**src/rtl/crc_pkg.sv**
```systemverilog
package crc_pkg;

  localparam int          BUS_W     = 32;
  localparam int          ADDR_W    = 2;
  localparam logic [15:0] POLY16    = 16'h1021;
  localparam logic [31:0] POLY32    = 32'h04C11DB7;

  localparam logic [ADDR_W-1:0] A_CTRL = 2'd0;
  localparam logic [ADDR_W-1:0] A_DIN  = 2'd1;
  localparam logic [ADDR_W-1:0] A_STAT = 2'd2;
  localparam logic [ADDR_W-1:0] A_CHK  = 2'd3;

  typedef enum logic [1:0] {
    SZ_BYTE = 2'd0,
    SZ_HALF = 2'd1,
    SZ_WORD = 2'd2,
    SZ_WIDE = 2'd3
  } beat_size_e;

  typedef struct packed {
    logic [1:0] size;
    logic       src_stream;
    logic       poly32;
  } ctrl_t;

  function automatic logic [31:0] crc_preset(input logic poly32);
    return poly32 ? 32'hFFFF_FFFF : 32'h0000_FFFF;
  endfunction

  function automatic logic [31:0] bit_rev32(input logic [31:0] v);
    logic [31:0] r;
    for (int i = 0; i < 32; i++) r[i] = v[31-i];
    return r;
  endfunction

endpackage

```
**src/rtl/crc_byte_step.sv**
```systemverilog
module crc_byte_step #(
  parameter int          W    = 16,
  parameter logic [W-1:0] POLY = '0
) (
  input  logic [W-1:0] crc_in,
  input  logic [7:0]   byte_in,
  output logic [W-1:0] crc_out
);

  always_comb begin
    logic [W-1:0] c;
    logic         fb;
    c = crc_in;
    for (int i = 7; i >= 0; i--) begin
      fb = c[W-1] ^ byte_in[i];
      c  = {c[W-2:0], 1'b0} ^ (fb ? POLY : '0);
    end
    crc_out = c;
  end

endmodule

```
**src/rtl/crc_beat_unpack.sv**
```systemverilog
module crc_beat_unpack #(
  parameter int DATA_W = 32,
  parameter int CNT_W  = 3
) (
  input  logic              clk,
  input  logic              rst_n,
  input  logic              load,
  input  logic [DATA_W-1:0] load_data,
  input  logic [CNT_W-1:0]  load_cnt,
  output logic [7:0]        byte_out,
  output logic              byte_vld,
  output logic [CNT_W-1:0]  pend_cnt
);

  logic [DATA_W-1:0] buf_q, buf_d;
  logic [CNT_W-1:0]  cnt_q, cnt_d;
  logic              buf_en;

  assign byte_vld = (cnt_q != '0);
  assign byte_out = buf_q[7:0];
  assign pend_cnt = cnt_q;
  assign buf_en   = load | byte_vld;

  always_comb begin
    buf_d = buf_q;
    cnt_d = cnt_q;
    if (load) begin
      buf_d = load_data;
      cnt_d = load_cnt;
    end else if (byte_vld) begin
      buf_d = buf_q >> 8;
      cnt_d = cnt_q - 1'b1;
    end
  end

  always_ff @(posedge clk or negedge rst_n) begin
    if (!rst_n) begin
      buf_q <= '0;
      cnt_q <= '0;
    end else if (buf_en) begin
      buf_q <= buf_d;
      cnt_q <= cnt_d;
    end
  end

endmodule

```
**src/rtl/crc_bus_engine.sv**
```systemverilog
module crc_bus_engine
  import crc_pkg::*;
#(
  parameter int DATA_W = BUS_W
) (
  input  logic              clk,
  input  logic              rst_n,
  input  logic              bus_sel,
  input  logic              bus_write,
  input  logic [ADDR_W-1:0] bus_addr,
  input  logic [DATA_W-1:0] bus_wdata,
  output logic [DATA_W-1:0] bus_rdata,
  output logic              bus_ready,
  input  logic              dma_valid,
  input  logic [DATA_W-1:0] dma_data,
  input  logic [1:0]        dma_size,
  output logic              dma_ready
);

  localparam int NBYTES = DATA_W / 8;
  localparam int CNT_W  = $clog2(NBYTES + 1);
  localparam int CTRL_W = $bits(ctrl_t);

  ctrl_t       ctrl_q, ctrl_d;
  logic        busy_q, busy_d;
  logic        fin_q, fin_d;
  logic [31:0] crc_q, crc_d;
  logic        state_en;

  logic              bus_wr, ctrl_wr, din_wr, stat_clr, dma_acc;
  logic              beat_acc, start;
  logic [1:0]        beat_size;
  logic [DATA_W-1:0] beat_data;
  logic [CNT_W-1:0]  beat_cnt, pend_cnt;
  logic [7:0]        cur_byte;
  logic              byte_vld;
  logic [15:0]       step16;
  logic [31:0]       step32;
  logic [31:0]       chk_val;

  // ---- request decode ----
  assign bus_ready = !byte_vld;
  assign bus_wr    = bus_sel && bus_write && bus_ready;
  assign ctrl_wr   = bus_wr && (bus_addr == A_CTRL);
  assign din_wr    = bus_wr && (bus_addr == A_DIN) && !ctrl_q.src_stream && !fin_q;
  assign stat_clr  = bus_wr && (bus_addr == A_STAT) && bus_wdata[0] && busy_q;
  assign dma_ready = ctrl_q.src_stream && !byte_vld && !(bus_sel && bus_write);
  assign dma_acc   = dma_valid && dma_ready;
  assign beat_acc  = din_wr || dma_acc;
  assign start     = beat_acc && !busy_q;

  assign beat_size = ctrl_q.src_stream ? dma_size : ctrl_q.size;
  assign beat_data = ctrl_q.src_stream ? dma_data : bus_wdata;

  always_comb begin
    case (beat_size_e'(beat_size))
      SZ_BYTE: beat_cnt = CNT_W'(1);
      SZ_HALF: beat_cnt = CNT_W'((NBYTES >= 2) ? 2 : NBYTES);
      default: beat_cnt = CNT_W'(NBYTES);
    endcase
  end

  // ---- beat to byte splitter ----
  crc_beat_unpack #(
    .DATA_W (DATA_W),
    .CNT_W  (CNT_W)
  ) u_unpack (
    .clk       (clk),
    .rst_n     (rst_n),
    .load      (beat_acc),
    .load_data (beat_data),
    .load_cnt  (beat_cnt),
    .byte_out  (cur_byte),
    .byte_vld  (byte_vld),
    .pend_cnt  (pend_cnt)
  );

  // ---- per-byte CRC update, one per polynomial ----
  crc_byte_step #(.W(16), .POLY(POLY16)) u_step16 (
    .crc_in  (crc_q[15:0]),
    .byte_in (cur_byte),
    .crc_out (step16)
  );

  crc_byte_step #(.W(32), .POLY(POLY32)) u_step32 (
    .crc_in  (crc_q),
    .byte_in (cur_byte),
    .crc_out (step32)
  );

  // ---- next state ----
  always_comb begin
    ctrl_d = ctrl_q;
    busy_d = busy_q;
    fin_d  = fin_q;
    crc_d  = crc_q;
    if (ctrl_wr) begin
      ctrl_d = ctrl_t'(bus_wdata[CTRL_W-1:0]);
      busy_d = 1'b0;
      fin_d  = 1'b0;
      crc_d  = crc_preset(bus_wdata[0]);
    end else if (start) begin
      busy_d = 1'b1;
      fin_d  = 1'b0;
      crc_d  = crc_preset(ctrl_q.poly32);
    end else if (stat_clr) begin
      busy_d = 1'b0;
      fin_d  = 1'b1;
    end else if (byte_vld) begin
      crc_d  = ctrl_q.poly32 ? step32 : {16'h0000, step16};
    end
  end

  assign state_en = ctrl_wr || start || stat_clr || byte_vld;

  // ---- registers ----
  always_ff @(posedge clk or negedge rst_n) begin
    if (!rst_n) begin
      ctrl_q <= '0;
      busy_q <= 1'b0;
      fin_q  <= 1'b0;
      crc_q  <= 32'h0000_FFFF;
    end else if (state_en) begin
      ctrl_q <= ctrl_d;
      busy_q <= busy_d;
      fin_q  <= fin_d;
      crc_q  <= crc_d;
    end
  end

  // ---- checksum view and read mux ----
  always_comb begin
    if (ctrl_q.poly32) chk_val = fin_q ? ~bit_rev32(crc_q) : crc_q;
    else               chk_val = {16'h0000, crc_q[15:0]};
  end

  always_comb begin
    case (bus_addr)
      A_CTRL:  bus_rdata = DATA_W'(ctrl_q);
      A_STAT:  bus_rdata = DATA_W'(busy_q);
      A_CHK:   bus_rdata = DATA_W'(chk_val);
      default: bus_rdata = '0;
    endcase
  end

endmodule

```
**config.mk**
```make
export PLATFORM = sky130hd
export DESIGN_NAME = crc_bus_engine
export DESIGN_NICKNAME = d
export VERILOG_FILES = /design/src/rtl/crc_pkg.sv /design/src/rtl/crc_byte_step.sv /design/src/rtl/crc_beat_unpack.sv /design/src/rtl/crc_bus_engine.sv
export SDC_FILE = /design/constraint.sdc
export NUM_CORES = 1
export LEC_CHECK = 0
export CAP_MARGIN = 0
export CORE_AREA = 2 2 91 93
export DETAILED_ROUTE_END_ITERATION = 6
export DIE_AREA = 0 0 93 95
export DONT_BUFFER_PORTS = 1
export MAX_ROUTING_LAYER = met4
export PLACE_DENSITY_LB_ADDON = 0.12
export RECOVER_POWER = 25
export SLEW_MARGIN = 10
export SYNTH_ARGS = -nofsm -noshare
export SYNTH_HDL_FRONTEND = slang
export SYNTH_SLANG_ARGS = --single-unit
```
**constraint.sdc**
```tcl
create_clock -name clk -period 2.89 [get_ports clk]
set_input_delay 0.4335 -clock clk [delete_from_list [all_inputs] [get_ports clk]]
set_output_delay 0.4335 -clock clk [all_outputs]
set_load 0.02 [all_outputs]
```
### Yosys cells after proc, flatten, opt, wreduce, memory -nomap -nowiden

Cells that the tools add are included.

* flip-flop bits (word level): 73
* latch bits: 0
* bits in writable memories: 0
* bits in read-only memories: 0
* bits of input ports: 73
* output and inout bits: 34
* memories kept: 0

* add/subtract/negate cells: 1
* multipliers: 0
* div/mod/pow operators: 0
* order comparisons: 0
* eq/ne operators: 5
* shifts and indexed selects: 0
* multiplexer cells: 39
* bitwise logic cells: 34
* reduce and logical (&&, ||, !) cells: 32

Operator list (number)
* 32-bit two-way mux: 12
* 32-bit bitwise XOR: 8
* 27-bit two-way mux: 8
* 16-bit bitwise XOR: 8
* 13-bit two-way mux: 8
* 32-bit one-hot mux with 3 select lines: 1
* 32-bit inverter: 1
* 1-bit bitwise XOR: 16
* 1-bit logical AND: 13
* 3-bit nonzero test: 3
* 1-bit two-way mux: 6
* 3-bit two-way mux: 2
* 3-bit one-hot mux with 2 select lines: 1
* 2-bit AND reduction: 3
* 1-bit logical NOT: 5
* 2-bit by 1-bit equality test with 1-bit output, second input constant: 2
* 2-bit equality test, second input constant: 2
* 2-bit logical NOT: 2
* 1-bit logical OR: 4
* 3-bit by 2-bit != test with 1-bit output, second input constant: 1
* 3-bit AND reduction: 1
* 3-bit by 1-bit subtractor with 3-bit output, second input constant: 1
* 2-bit two-way mux: 1
* 2-bit nonzero test: 1
* 1-bit OR: 1

### Logic depth before layout (Yosys ltp)

* depth in word-level cells: 29
* mapped depth: 11

### Hierarchy

From an unflattened synthesis, not the netlist that was laid out.

* cells, all modules: 622
* area, all modules: 6209.7 sq um

Modules (own cells, without submodules)
* crc_bus_engine: instances 1, cells an instance 358, area an instance 2926.6 sq um
* crc_beat_unpack: instances 1, cells an instance 174, area an instance 1898.1 sq um
* crc_byte_step (u_step32): instances 1, cells an instance 65, area an instance 997.2 sq um
* crc_byte_step (u_step16): instances 1, cells an instance 25, area an instance 387.9 sq um

### Worst setup path before layout

Ideal clock, no wire load.

* path type: reg-to-output
* from: reg fin_q
* to: out bus_rdata[14]
* arrival time: 1858 ps
* slack: 599 ps
* stages on the path, launching flop included: 6
* cells stage by stage: dfrtp_1 > clkbuf_1 > and2_0 > clkbuf_1 > nor2_1 > a211oi_1

* word-level cells in the longest chain between the ends: 3

RTL lines
* from (decl): line crc_bus_engine.sv:26 `logic fin_q, fin_d;`
* from (signal assigned): line crc_bus_engine.sv:126 `fin_q <= fin_d;`
* 32-bit two-way mux (2 in series): line crc_bus_engine.sv:133 `if (ctrl_q.poly32) chk_val = fin_q ? ~bit_rev32(crc_q) : crc_q;`
* 32-bit one-hot mux with 3 select lines: line crc_bus_engine.sv:138 `case (bus_addr)`
* to (decl): line crc_bus_engine.sv:12 `output logic [DATA_W-1:0] bus_rdata,`

Every way passes these cells.

### Worst setup path in the final report

* from: reg ctrl_q[0] (netlist bit)
* to: out bus_rdata[2]

* word-level cells in the longest chain between the ends: 2

RTL lines
* from (decl): line crc_bus_engine.sv:24 `ctrl_t ctrl_q, ctrl_d;`
* from (signal assigned): line crc_bus_engine.sv:124 `ctrl_q <= ctrl_d;`
* 32-bit two-way mux: line crc_bus_engine.sv:133
* 32-bit one-hot mux with 3 select lines: line crc_bus_engine.sv:138

Every way passes these cells.

==> summary.txt <==
Status - finished with violations
Failing checks - capacitance limit, slew limit
I/O Buffers - 0
Die area - 0.00884 sq mm
H-Tree Depth - 3
Power Total - 7.30 mW
Final period utilization - 88.5%
IO Count - 107
RD Place Congestion - 0.943
Setup CP Type - register to output port
Max-capacitance violation count - 1
Buffer levels on the longest clock path - 2
FP Rows - 33
Final wirelength - 11900 um
Pre-Repair DR Iteration Count - 5
Synth Warn # - 0
Register area share after synthesis - 37.5%
PD cells - 1350 mW/mm^2
Cell taking the most area after synthesis - dfrtp_1
Met2 WL - 5660 um
Vias - 3970
First-pass GRT wire length - 19200 um
Max transition margin - -21.8%
Syn Inst Count - 541
CTS clk-pin slew, worst paths - 0.08 ns
WP data required - 2.46 ns
Number of diodes - 0
Fin crit period - 2.56 ns
Worst-margin pin slew - 1.83 ns
Post-synth EDFFs - 0
Metal1 wirelength - 5320 um
Placed Instances - 644
Final setup TNS - 0 ns
Detail Route Antenna Nets - 0
Netlist cell types - 45
Die Span Y - 95 um
CTS tree - yes
Core outline area - 0.00793 sq mm
Total Routing Usage GR - 29.3%
Cell Area, Synth - 0.00493 sq mm
Synth-to-layout area growth - 9.65%
Filler cells - 641
Fraction of registers with async set/reset - 100%
Max Clock Skew - 0.0110 ns
DRC Markers - 0
Initial Util - 62.2%
Highest routed layer - met4
Seq cells post-synth - 73
Min-delay worst type - input pin to register
R2R Setup Slk - 0.51 ns
Synth top area share - 28.9%
Final hold vios - 0
Clock tree sinks - 73
DR WL/cell - 18.0 um
Initial antenna violation count - 0
Finished Layout Cells - 662
Leading post-synthesis cells by cell area - dfrtp_1 (29%), xnor2_1 (8.9%), dfstp_2 (8.5%), mux2i_1 (6.7%), nor2_1 (5.5%)
LEAKAGE - 2.30 nW
Startpoint types - register
Critical-path maximum fanout - 19
Vias in the first global route - 3633
Post-synth top cells - nor2_1 (72), dfrtp_1 (57), nand2_1 (55)
# nets final - 627
Share of cells above drive strength 1 - 16.5%
Max-slew violation count - 74
CTS Buf Count - 9
Most instantiated library cell after synthesis - nor2_1
Final setup fails - 0
Arrival time worst endpoint - 2.12 ns
Hold Buf Count CTS - 2
Post_cts resized - 0
Die X - 93 um
Largest net degree at the start of global routing - 74
Avg Cell Area, Syn - 9.11 sq um
Worst vdd ir - 0.505 mV
CP Capture Type - output port
Top FF cell, synth - dfrtp_1
RSZ-0062 raised after global routing - false
Met3 routed WL - 678 um
1st-iter DRT viols - 338
Post-synthesis net count - 616
Hold WS - 0.178 ns
Max Fclk - 391 MHz
Final HPWL DP - 8600 um
Clk_lat worst skew - 0.36 ns
Root Driver - clkbuf_8
GRT Residual Overflow - 0
Postcts setup bufs - 0
Final Core Density - 68.2%
Vias/cell - 6.00
==> path summary, 6_finish.rpt <==
kind                                       from                 end  depth (start not counted)
min reg2reg                  u_unpack.buf_q[28]  u_unpack.buf_q[28]                          2
min                                bus_wdata[2]           ctrl_q[2]                          2
min in group asynchronous                 rst_n           crc_q[24]                          2
max reg2reg                u_unpack.pend_cnt[0]   u_unpack.buf_q[0]                          7
max                                   ctrl_q[0]        bus_rdata[2]                          5
max in group asynchronous                 rst_n           ctrl_q[1]                          2
==> where the power goes <==
| part | total (mW) | internal, mW | switching [mW] | leakage [nW] |
|---|---|---|---|---|
| sequential | 1.90 | 1.47 | 0.432 | 0.942 |
| clock | 0.763 | 0.361 | 0.402 | 0.0967 |
| combinational | 4.64 | 2.12 | 2.53 | 1.27 |
| total | 7.30 | 3.94 | 3.36 | 2.30 |
==> cells by family (layout without fill, tap and decap cells) <==
group / after synthesis / in the layout / share of synthesized area, %
mux: 34 / 34 / 6.93
flops: 73 / 73 / 37.5
xor+xnor: 86 / 86 / 18.4
buf+inv: 50 / 66 / 3.93
fa+ha+maj: 2 / 2 / 0.508
simple gates: 168 / 168 / 14.8
compound gates: 128 / 128 / 18.1
==> metal layers <==
layer	up-vias	global-route usage (%)
met5	-	-
li1	1902	-
met4	0	11.6
met3	21	3.75
met2	149	44.6
met1	1898	40.2
==> layout by cell type, fill, tap and decap left out, drive strengths merged, types with 3 or more instances in the layout <==
cell,Yosys,layout
a211oi,23,23
a21oi,30,30
a221o,15,15
a22o,16,16
a31oi,10,10
and2,7,7
buf,10,36
clkbuf,28,13
clkinv,0,3
dfrtp,57,57
dfstp,16,16
inv,12,13
mux2i,33,33
nand2,55,55
nand3,12,12
nor2,72,72
nor2b,9,9
nor3,7,7
o21ai,18,18
o22ai,7,7
xnor2,59,59
xor2,25,25
==> state kept, by name (all words and copies together) (netlist names) <==
name,count
u_unpack.pend_cnt,3
crc_q,32
fin_q,1
ctrl_q,4
u_unpack.buf_q,32
busy_q,1
==> critical path, stage by stage (launching register included) <==
cell and delay, ns:
dfrtp_1 0.64, and2_0 0.28, buf_4 0.19, o21ai_0 0.34, o21ai_0 0.14, buf_4 0.18
==> layout make-up <==
| cell class | instances | area [sq um] | share of cell area [%] |
|---|---|---|---|
| Timing Repair Buffer | 38 | 285 | 5.28 |
| Sequential cell | 73 | 1850 | 34.2 |
| Clock inverter | 4 | 27.5 | 0.509 |
| Multi-Input combinational cell | 418 | 2910 | 53.9 |
| Clock buffer | 12 | 155 | 2.87 |
| Inverter | 12 | 45.0 | 0.834 |
| Tap cell | 105 | 131 | 2.43 |
==> stage by stage <==
stage / instance area (sq um) / setup slack, ns
2_1_floorplan: 4930 / 0.599
3_3_place_gp: 5210 / 0.583
3_5_place_dp: 5210 / 0.513
4_1_cts: 5430 / 0.376
5_1_grt: 5400 / 0.143
6_report: 5400 / 0.332
(Power assumes the default switching activity.)
